`src/rtl/comma_deser.sv`:
```
module comma_deser #(
  parameter int WLEN = 10,
  parameter int MBITS = 7,
  parameter logic [MBITS-1:0] MARK = 7'b1111100
) (
  input  logic            clk,
  input  logic            rst_n,
  input  logic            ser_in,
  input  logic            align_en,
  output logic [WLEN-1:0] word_q,
  output logic            hclk_p,
  output logic            hclk_n,
  output logic            sync_q
);
  localparam int CW = $clog2(WLEN);
  localparam logic [CW-1:0] LAST = CW'(WLEN - 1);

  logic [WLEN-1:0] shreg;
  logic [CW-1:0]   cnt;
  logic            skip;

  wire [WLEN-1:0] win     = {ser_in, shreg[WLEN-1:1]};
  wire            hit     = align_en && (win[MBITS-1:0] == MARK);
  wire            at_edge = (cnt == LAST);
  wire            take    = hit && at_edge && !hclk_p && !skip;
  wire            realign = hit && !take;

  always_ff @(posedge clk or negedge rst_n) begin
    if (!rst_n) begin
      shreg  <= '0;
      cnt    <= '0;
      skip   <= 1'b0;
      word_q <= '0;
      hclk_p <= 1'b0;
      hclk_n <= 1'b1;
      sync_q <= 1'b0;
    end else begin
      shreg  <= win;
      sync_q <= 1'b0;
      if (realign) begin
        cnt  <= '0;
        skip <= !hclk_p;
      end else if (at_edge) begin
        cnt <= '0;
        if (skip) begin
          skip <= 1'b0;
        end else begin
          word_q <= win;
          hclk_p <= !hclk_p;
          hclk_n <= hclk_p;
          sync_q <= take;
        end
      end else begin
        cnt <= cnt + 1'b1;
      end
    end
  end

  logic       last_p;
  logic [7:0] plen;
  always_ff @(posedge clk or negedge rst_n) begin
    if (!rst_n) begin
      last_p <= 1'b0;
      plen   <= 8'd0;
    end else if (hclk_p != last_p) begin
      last_p <= hclk_p;
      plen   <= 8'd1;
    end else if (plen != 8'hFF) begin
      plen <= plen + 1'b1;
    end
  end


  clk_pair_chk: assert property (@(posedge clk) disable iff (!rst_n)
    hclk_n == !hclk_p);


  word_on_toggle_chk: assert property (@(posedge clk) disable iff (!rst_n)
    !$stable(word_q) |-> !$stable(hclk_p));


  comma_phase_chk: assert property (@(posedge clk) disable iff (!rst_n)
    sync_q |-> ($rose(hclk_p) && word_q[MBITS-1:0] == MARK));


  sync_enable_chk: assert property (@(posedge clk) disable iff (!rst_n)
    sync_q |-> $past(align_en));


  min_level_chk: assert property (@(posedge clk) disable iff (!rst_n)
    (hclk_p != last_p) |-> (plen >= 8'(WLEN)));
endmodule

```
`config.mk`:
```
export PLATFORM = sky130hd
export DESIGN_NAME = comma_deser
export DESIGN_NICKNAME = d
export VERILOG_FILES = /design/src/rtl/comma_deser.sv
export SDC_FILE = /design/constraint.sdc
export NUM_CORES = 1
export LEC_CHECK = 0
export BUFFER_PORTS_ARGS = -buffer_cell sky130_fd_sc_hd__clkbuf_2
export CAP_MARGIN = 15
export CORE_UTILIZATION = 35
export DETAILED_ROUTE_END_ITERATION = 8
export GPL_ROUTABILITY_DRIVEN = 0
export GPL_TIMING_DRIVEN = 0
export PLACE_DENSITY_LB_ADDON = 0.1
export SYNTH_ARGS = -nofsm -noshare
export SYNTH_HDL_FRONTEND = slang
export SYNTH_SLANG_ARGS = --single-unit
```
`constraint.sdc`:
```
create_clock -name clk -period 2.7 [get_ports clk]
set_input_delay 0.54 -clock clk [delete_from_list [all_inputs] [get_ports clk]]
set_output_delay 0.54 -clock clk [all_outputs]
set_load 0.03 [all_outputs]
```
==> run summary, run 1 <==
The total detailed-routing wirelength is ~1500 µm. The count of port buffers added during placement came out at 16. 17 I/O pins were placed. The area added between synthesis and finish is 14.3%. In this run the register-to-register setup slack is 1.02 ns. In this run the worst hold path is classified as input port to async pin. In the post-synthesis netlist, the biggest area contributors are dfrtp_1 (62%), mux2_4 (12%), nand4bb_4 (2.6%).

The aggregate global-route resource usage is 10.6%. The H-tree level count is 1. The endpoint identified for the worst register-to-register timing path is word_q[6].

Leaving out filler cells and counting taps, the final layout contains 120. The distinct cell type count of the synthesized netlist came out at 23. The fraction of synthesized cell area taken by the top area cell type is between 60% and 70%. The tightest slew margin relative to the limit is 56.2%. The critical path capture point type is a flop.

The setup path with the least slack is of type flop to flop. The antenna cell count came out at 0. The total non-filler cell area in the finished layout is 1190 µm². The most used flip-flop cell after synthesis is dfrtp_1. The largest total area in the synthesized netlist belongs to dfrtp_1.

The sequential fraction of the synthesis area came out at 64.9%. The clock transition at the registers of the reported paths is about 0.14 ns. The data arrival at the endpoint of the critical path is around 1.9 ns.

The post-synthesis area per instance came out at roughly 15 µm². The number of fill cells in the layout is 257. The largest net degree at the start of global routing is 28. Counting every net in the synthesized netlist gives 75. The number of clock sinks came out at 27.

At the later pin of the worst-skew pair, clock insertion delay measures 0.31 ns. The die is 56.6 µm tall. The timing-limited maximum frequency came out at about 600 MHz. Setup repair after global routing left no endpoint under its margin. Of all nets on the critical path, the largest fanout is 10. The static leakage power came out at 0.000574 µW. The run finished with clean final reports. The startpoint type of the worst setup path is a flop. For this run, asynchronously set or reset flops after synthesis account for 100%. Dividing total power by cell area gives a power density of 1090 nW/µm². Across the routed clock network, the largest skew measured is 0.00216 ns.

The root cell of the clock tree is clkbuf_4. The via count of the first global-routing pass is 528. Once the clock tree was built, the resizer swapped 0 gates to a different size. The standard cell area after detailed placement is 1160 µm². After synthesis, the most frequently instantiated cells are dfrtp_1 (26), mux2_4 (8), inv_1 (6).

The number of buffers inserted during clock tree synthesis is 3. The number of placement rows is 19. The overall die width came out at 56.6 µm. The count of cells along the worst register-to-register path came out at 6.

The number of instances in the placed design is 116. The number of violations of the max-capacitance limit is 0. For this configuration, the core starts out at a cell density of a little under two fifths.

The number of nets still failing antenna checks after routing came out at 0. The launching point of the worst reg2reg path is cnt[1]. The number of buffers inserted for hold repair after clock tree synthesis is 0. The initial DRC count is 20. No sink is reached through more buffers than the 2 on the longest clock path.

Before antenna repair, the detailed router went through 3 iterations. The final layout contains 96 nets. The synthesized area is between 1000 and 1500 µm². Yosys printed 0 warnings. Setup violations remaining at the end of the flow were counted as 0. The half-perimeter wire length after detailed placement is 1040 µm. The global-route wire length before repair came out at about 2500 µm.

The final period demand of the worst path is around 1.7 ns. The synthesized instance count is between 60 and 70. The share of layout cells above drive strength 1 came out at between 30% and 40%. For the pin with the worst max-slew slack, the measured transition is 0.657 ns.

The worst ir drop on vdd came out at ~0.57 mV. The final setup TNS is 0 ns. The core area came out at around 2800 µm². The ratio of routed vias to standard cells is around 4.8. The DRC violation count after routing is 0.

The number of antenna violations at the first check in global routing came out at 0. The final worst-path cycle share is 62.2%. Summed over all layers, the global routing overflow is 0. The number of register bits inferred by synthesis is 27.

Data on the critical path is required at its endpoint by 2.92 ns. The count of flip-flops with a built-in enable after synthesis came out at 0. The number of failing hold endpoints at the final stage was 0.

The number of max-slew violations in the final report is 0. The routed layout has 574 vias. The buffer count from post-CTS setup fixing is 0.

TritonCTS built the clock tree. In the final routed layout, each cell accounts on average for roughly 13 µm. The die covers 3200 µm². Among all cell types in the netlist, the one instantiated most often is dfrtp_1.
[worst max path at each step]
stage | endpoint | depth (start not counted) | from
floorplan | word_q[2] | 6 | cnt[1]
global placement | word_q[7] | 5 | align_en
detailed placement | word_q[7] | 5 | align_en
CTS | word_q[2] | 6 | cnt[1]
global route | word_q[2] | 6 | cnt[1]
finish | word_q[6] | 6 | cnt[1]
[sequential cells by signal, summed over array words and instances (netlist names)]
name and cells:
cnt 4, hclk_n 1, hclk_p 1, shreg 9, skip 1, sync_q 1
word_q 10
[layout make-up]
| cell class | instances | area (µm²) | share of cell area [%] |
|---|---|---|---|
| tap | 31 | 38.8 | 3.25 |
| multi-input combinational | 35 | 333 | 27.9 |
| clock inverter | 1 | 7.51 | 0.630 |
| buffer | 1 | 11.3 | 0.944 |
| clock buffer | 3 | 22.5 | 1.89 |
| sequential | 27 | 677 | 56.8 |
| inverter | 6 | 22.5 | 1.89 |
| timing repair buffer | 16 | 80.1 | 6.72 |
[critical path: stages, from the launching register on]
cell      delay (ns)
dfrtp_1         0.42
inv_1           0.06
ha_1            0.17
and4bb_1        0.28
o31a_1          0.17
buf_6           0.17
mux2_4          0.31
[logic make-up after synthesis]
logic type | Yosys count | share of synthesized area (%)
mux | 8 | 11.5
simple gates | 14 | 10.6
buf+inv | 7 | 3.24
fa+ha+maj | 2 | 2.40
compound gates | 9 | 5.75
xor+xnor | 2 | 1.68
flops | 27 | 64.9
[report_power, final]
| group | internal [µW] | switching, µW | total, µW |
|---|---|---|---|
| Clock | 56.5 | 116 | 172 |
| Combinational | 201 | 289 | 491 |
| Sequential | 540 | 95.9 | 635 |
| Total | 797 | 501 | 1300 |
[metal layers]
layer  vias to the layer above  GRT usage (%)  routed length, µm
met5                         -              0                  0
met4                         0           6.27                 22
met3                         2           2.07                 51
met2                         9           14.6                713
met1                       288           15.4                755
li1                        275              -                  -
[cells in the final DEF (no fill, tap or decap), types with 2 or more instances in the layout]
cell type,instances
dfrtp_1,26
nor2_1,5
o21bai_1,2
inv_1,6
ha_1,2
mux2_4,8
nand2_1,2
clkbuf_2,16
clkbuf_4,3
o21ai_1,3
[per-stage QoR]
step | hold slack (ns) | worst slack (ns) | utilization, % | power [µW]
2_1_floorplan | 0.244 | 1.16 | - | 999
3_3_place_gp | 0.365 | 1.01 | 41.8 | 1130
3_5_place_dp | 0.369 | 1.00 | 41.8 | 1140
4_1_cts | 0.231 | 1.02 | 42.9 | 1320
5_1_grt | 0.250 | 0.956 | 42.9 | 1380
6_report | 0.223 | 1.02 | 42.9 | 1300
Power figures use the tool's default switching activity.
==> run 2: changes to the inputs <==
==> constraint.sdc (replaced) <==
create_clock -name clk -period 1.7 [get_ports clk]
set_input_delay 0.34 -clock clk [delete_from_list [all_inputs] [get_ports clk]]
set_output_delay 0.34 -clock clk [all_outputs]
set_load 0.03 [all_outputs]
==> run 2 against run 1 <==
Against the previous run:
- sequential power increased by 57%
- worst hold slack lost 0.20 ns
- final cell count up 2.5%
- sequential share of layout area decreased by 1.1 points
- sequential cell count is the same
- wire length increased by 4.6%
- count of clock-buffer cells in the layout unchanged
- total power rose by 60%
- register-to-register slack worse by 0.94 ns
- clock skew increased by 0.0020 ns
- utilization increased by 0.81 points
- global-route usage did not move
- highest routed layer unchanged
==> run summary, run 2 (synthesized netlist as in run 1, its figures left out) <==
The run finished with clean final reports. The number of search-and-repair iterations in the first detailed-routing pass came out at 4. The via count of the first global-routing pass is approximately 530. The share of layout cells above drive strength 1 is 39.1%. The sequential share of power came out at 48.2%.

The DRC violation count after routing is 0. The number of buffers inserted during clock tree synthesis came out at 3. The largest net degree at the start of global routing came out at 28. For this design the top-level I/O count stands at 17. For this configuration, the core starts out at a cell density of 37.5%. After layout, the minimum clock period comes to about 1.6 ns. The root cell of the clock tree is clkbuf_4. The area added between synthesis and finish came out at 16.4%. After detailed routing, the average wire length per cell comes to 13.1 µm.

The timing-limited maximum frequency is about 620 MHz. The first global-routing pass estimated 2530 µm of wire. The clock tree buffer depth came out at 2. The number of max-slew violations in the final report is 0.

STA classifies the critical path endpoint as a flop. The switching portion of total power came out at 38.4%. The most frequent standard cell in the layout excluding fill and tap cells is dfrtp_1. The worst ir drop on vdd is 0.905 mV. The path class of the tightest hold or removal check is input port to async pin.

The final setup TNS is 0 ns. Clock-pin slew was measured on the worst setup and hold paths at 0.14 ns. The tightest slew margin relative to the limit came out at 56.2%. The core area is 2780 µm².

After legalization and detailed placement, the total HPWL measured 1040 µm. The areal power density over the cells came out at approximately 1700 nW/µm². The initial DRC count came out at 31. Ranked by flip-flop count, first place goes to word_q. In the final layout, the registers with the most flip-flops are word_q x10, shreg x9, cnt x4. After detailed routing, the total wire length is around 1600 µm.

The clock arrives with 0.00416 ns of skew. The worst-path maximum fanout is 5. The H-tree level count is 1.

The count of endpoints failing setup in the final report came out at 0. The antenna cell count came out at 0. The count of buffers added on input and output ports is 16. The source-to-sink clock delay at the later pin of the worst-skew pair is 0.32 ns. The detail route stage leaves a number of antenna-violating nets equal to 0. In this run the vertical extent of the chip is 56.6 µm. The switching power total is 800 µW. Measured along the x axis, the die boundary spans 56.6 µm. The largest single stage delay on the critical path is 0.40 ns. The internal power of the cells totals 1280 µW.

The number of buffers inserted for hold repair after clock tree synthesis is 0. The static leakage power is roughly 0.0006 µW. The worst setup slack before clock tree synthesis is about 0.024 ns. The required time reported for the critical path endpoint is 1.92 ns. The number of placement rows came out at 19. For the pin with the worst max-slew slack, the measured transition is 0.657 ns. TritonCTS built the clock tree. The cell with the largest stage delay on the worst path is dfrtp_1. Clock tree synthesis found a total of 27 sinks.

The number of nets at the end of the flow came out at 99. The ratio of routed vias to standard cells came out at ~4.7. The routed via count is 573. The final worst-path setup slack is 0.0822 ns. The critical path is of the flop to flop type.

The share of power burned in combinational logic came out at 38.7%. The startpoint type of the worst setup path is a flop. The residual overflow from global routing came out at 0. The flip-flop count of the largest register, all copies and words added came out at 10. The data arrival at the endpoint of the critical path came out at around 1.8 ns.

The number of antenna violations at the first check in global routing was 0. The number of failing hold endpoints at the final stage is 0. The die area came out at 3200 µm². The signal on the critical path passes through inv_1 -> ha_1 -> and4bb_2 -> o31a_1 -> buf_4 -> mux2_4. Setup repair after global routing left no endpoint under its margin.

The clock power share came out at 13.1%. The aggregate global-route resource usage came out at 10.6%. In the layout the commonest cells are dfrtp_1 (26), clkbuf_2 (16), mux2_4 (8). The number of violations of the max-capacitance limit is 0.

The final worst-path cycle share is 95.2%.
## run 2: cell types whose count changed in the layout (fill, tap and decap cells not counted)
cell      change
and4bb_1      -1
and4bb_2      +1
buf_4         +3
## run 2: cell type report
type	count	area [µm²]
buffer	1	11.3
clock buffer	3	22.5
clock inverter	1	7.51
fill	260	1570
inverter	6	22.5
multi-input combinational	35	333
sequential	27	677
tap	31	38.8
timing repair buffer	19	103
## run 2: what timing repair did
| item | 4_1_cts | 5_1_grt |
|---|---|---|
| gates resized for setup | 0 | 3 |
| hold endpoints to repair | 0 | 0 |
| buffers inserted | 0 | 2 |
| endpoints found under the setup margin | 0 | 8 |
## run 2: metrics by stage
| step | cell area [µm²] | util (%) | hold slack [ns] | std cells | total power, µW |
|---|---|---|---|---|---|
| 2_1_floorplan | 1040 | - | 0.0444 | 69 | 1590 |
| 5_1_grt | 1210 | 43.7 | 0.0445 | 123 | 2220 |
| 6_report | 1210 | 43.7 | 0.0215 | 123 | 2080 |
| 3_5_place_dp | 1160 | 41.8 | 0.369 | 116 | 1810 |
| 3_3_place_gp | 1160 | 41.8 | 0.365 | 116 | 1790 |
| 4_1_cts | 1190 | 42.9 | 0.0313 | 120 | 2090 |
## run 2: layer usage
layer,GRT usage [%],wire length [µm],vias to the layer above
met1,15.4,815,276
met3,2.07,59,2
met2,14.6,716,13
met5,0,0,-
li1,-,-,282
met4,6.27,21,0
## run 2: power groups by stage
stage	clock network [µW]	logic, µW	registers (µW)
after floorplan	0	302	1290
after global placement	0	780	1010
after detailed placement	0	787	1020
after CTS	292	789	1010
after global routing	327	857	1040
final	273	806	1000
## run 2: path summary, 6_finish.rpt
path	startpoint	to	cells past startpoint	slack (ns)
hold / removal	rst_n	word_q[3]	1	0.02
setup reg to reg	cnt[1]	word_q[8]	6	0.08
min in group clk	ser_in	shreg[9]	1	0.13
max in group asynchronous	rst_n	shreg[2]	1	1.26
setup / recovery	cnt[1]	word_q[8]	6	0.08
hold reg to reg	shreg[8]	shreg[7]	0	0.40
## run 2: worst max-delay path: cells and delay by family (launching register included)
kind	cells	cell delay [ns]
buf+inv	2	0.22
mux	1	0.30
compound gates	1	0.18
simple gates	1	0.26
flops	1	0.40
fa+ha+maj	1	0.16
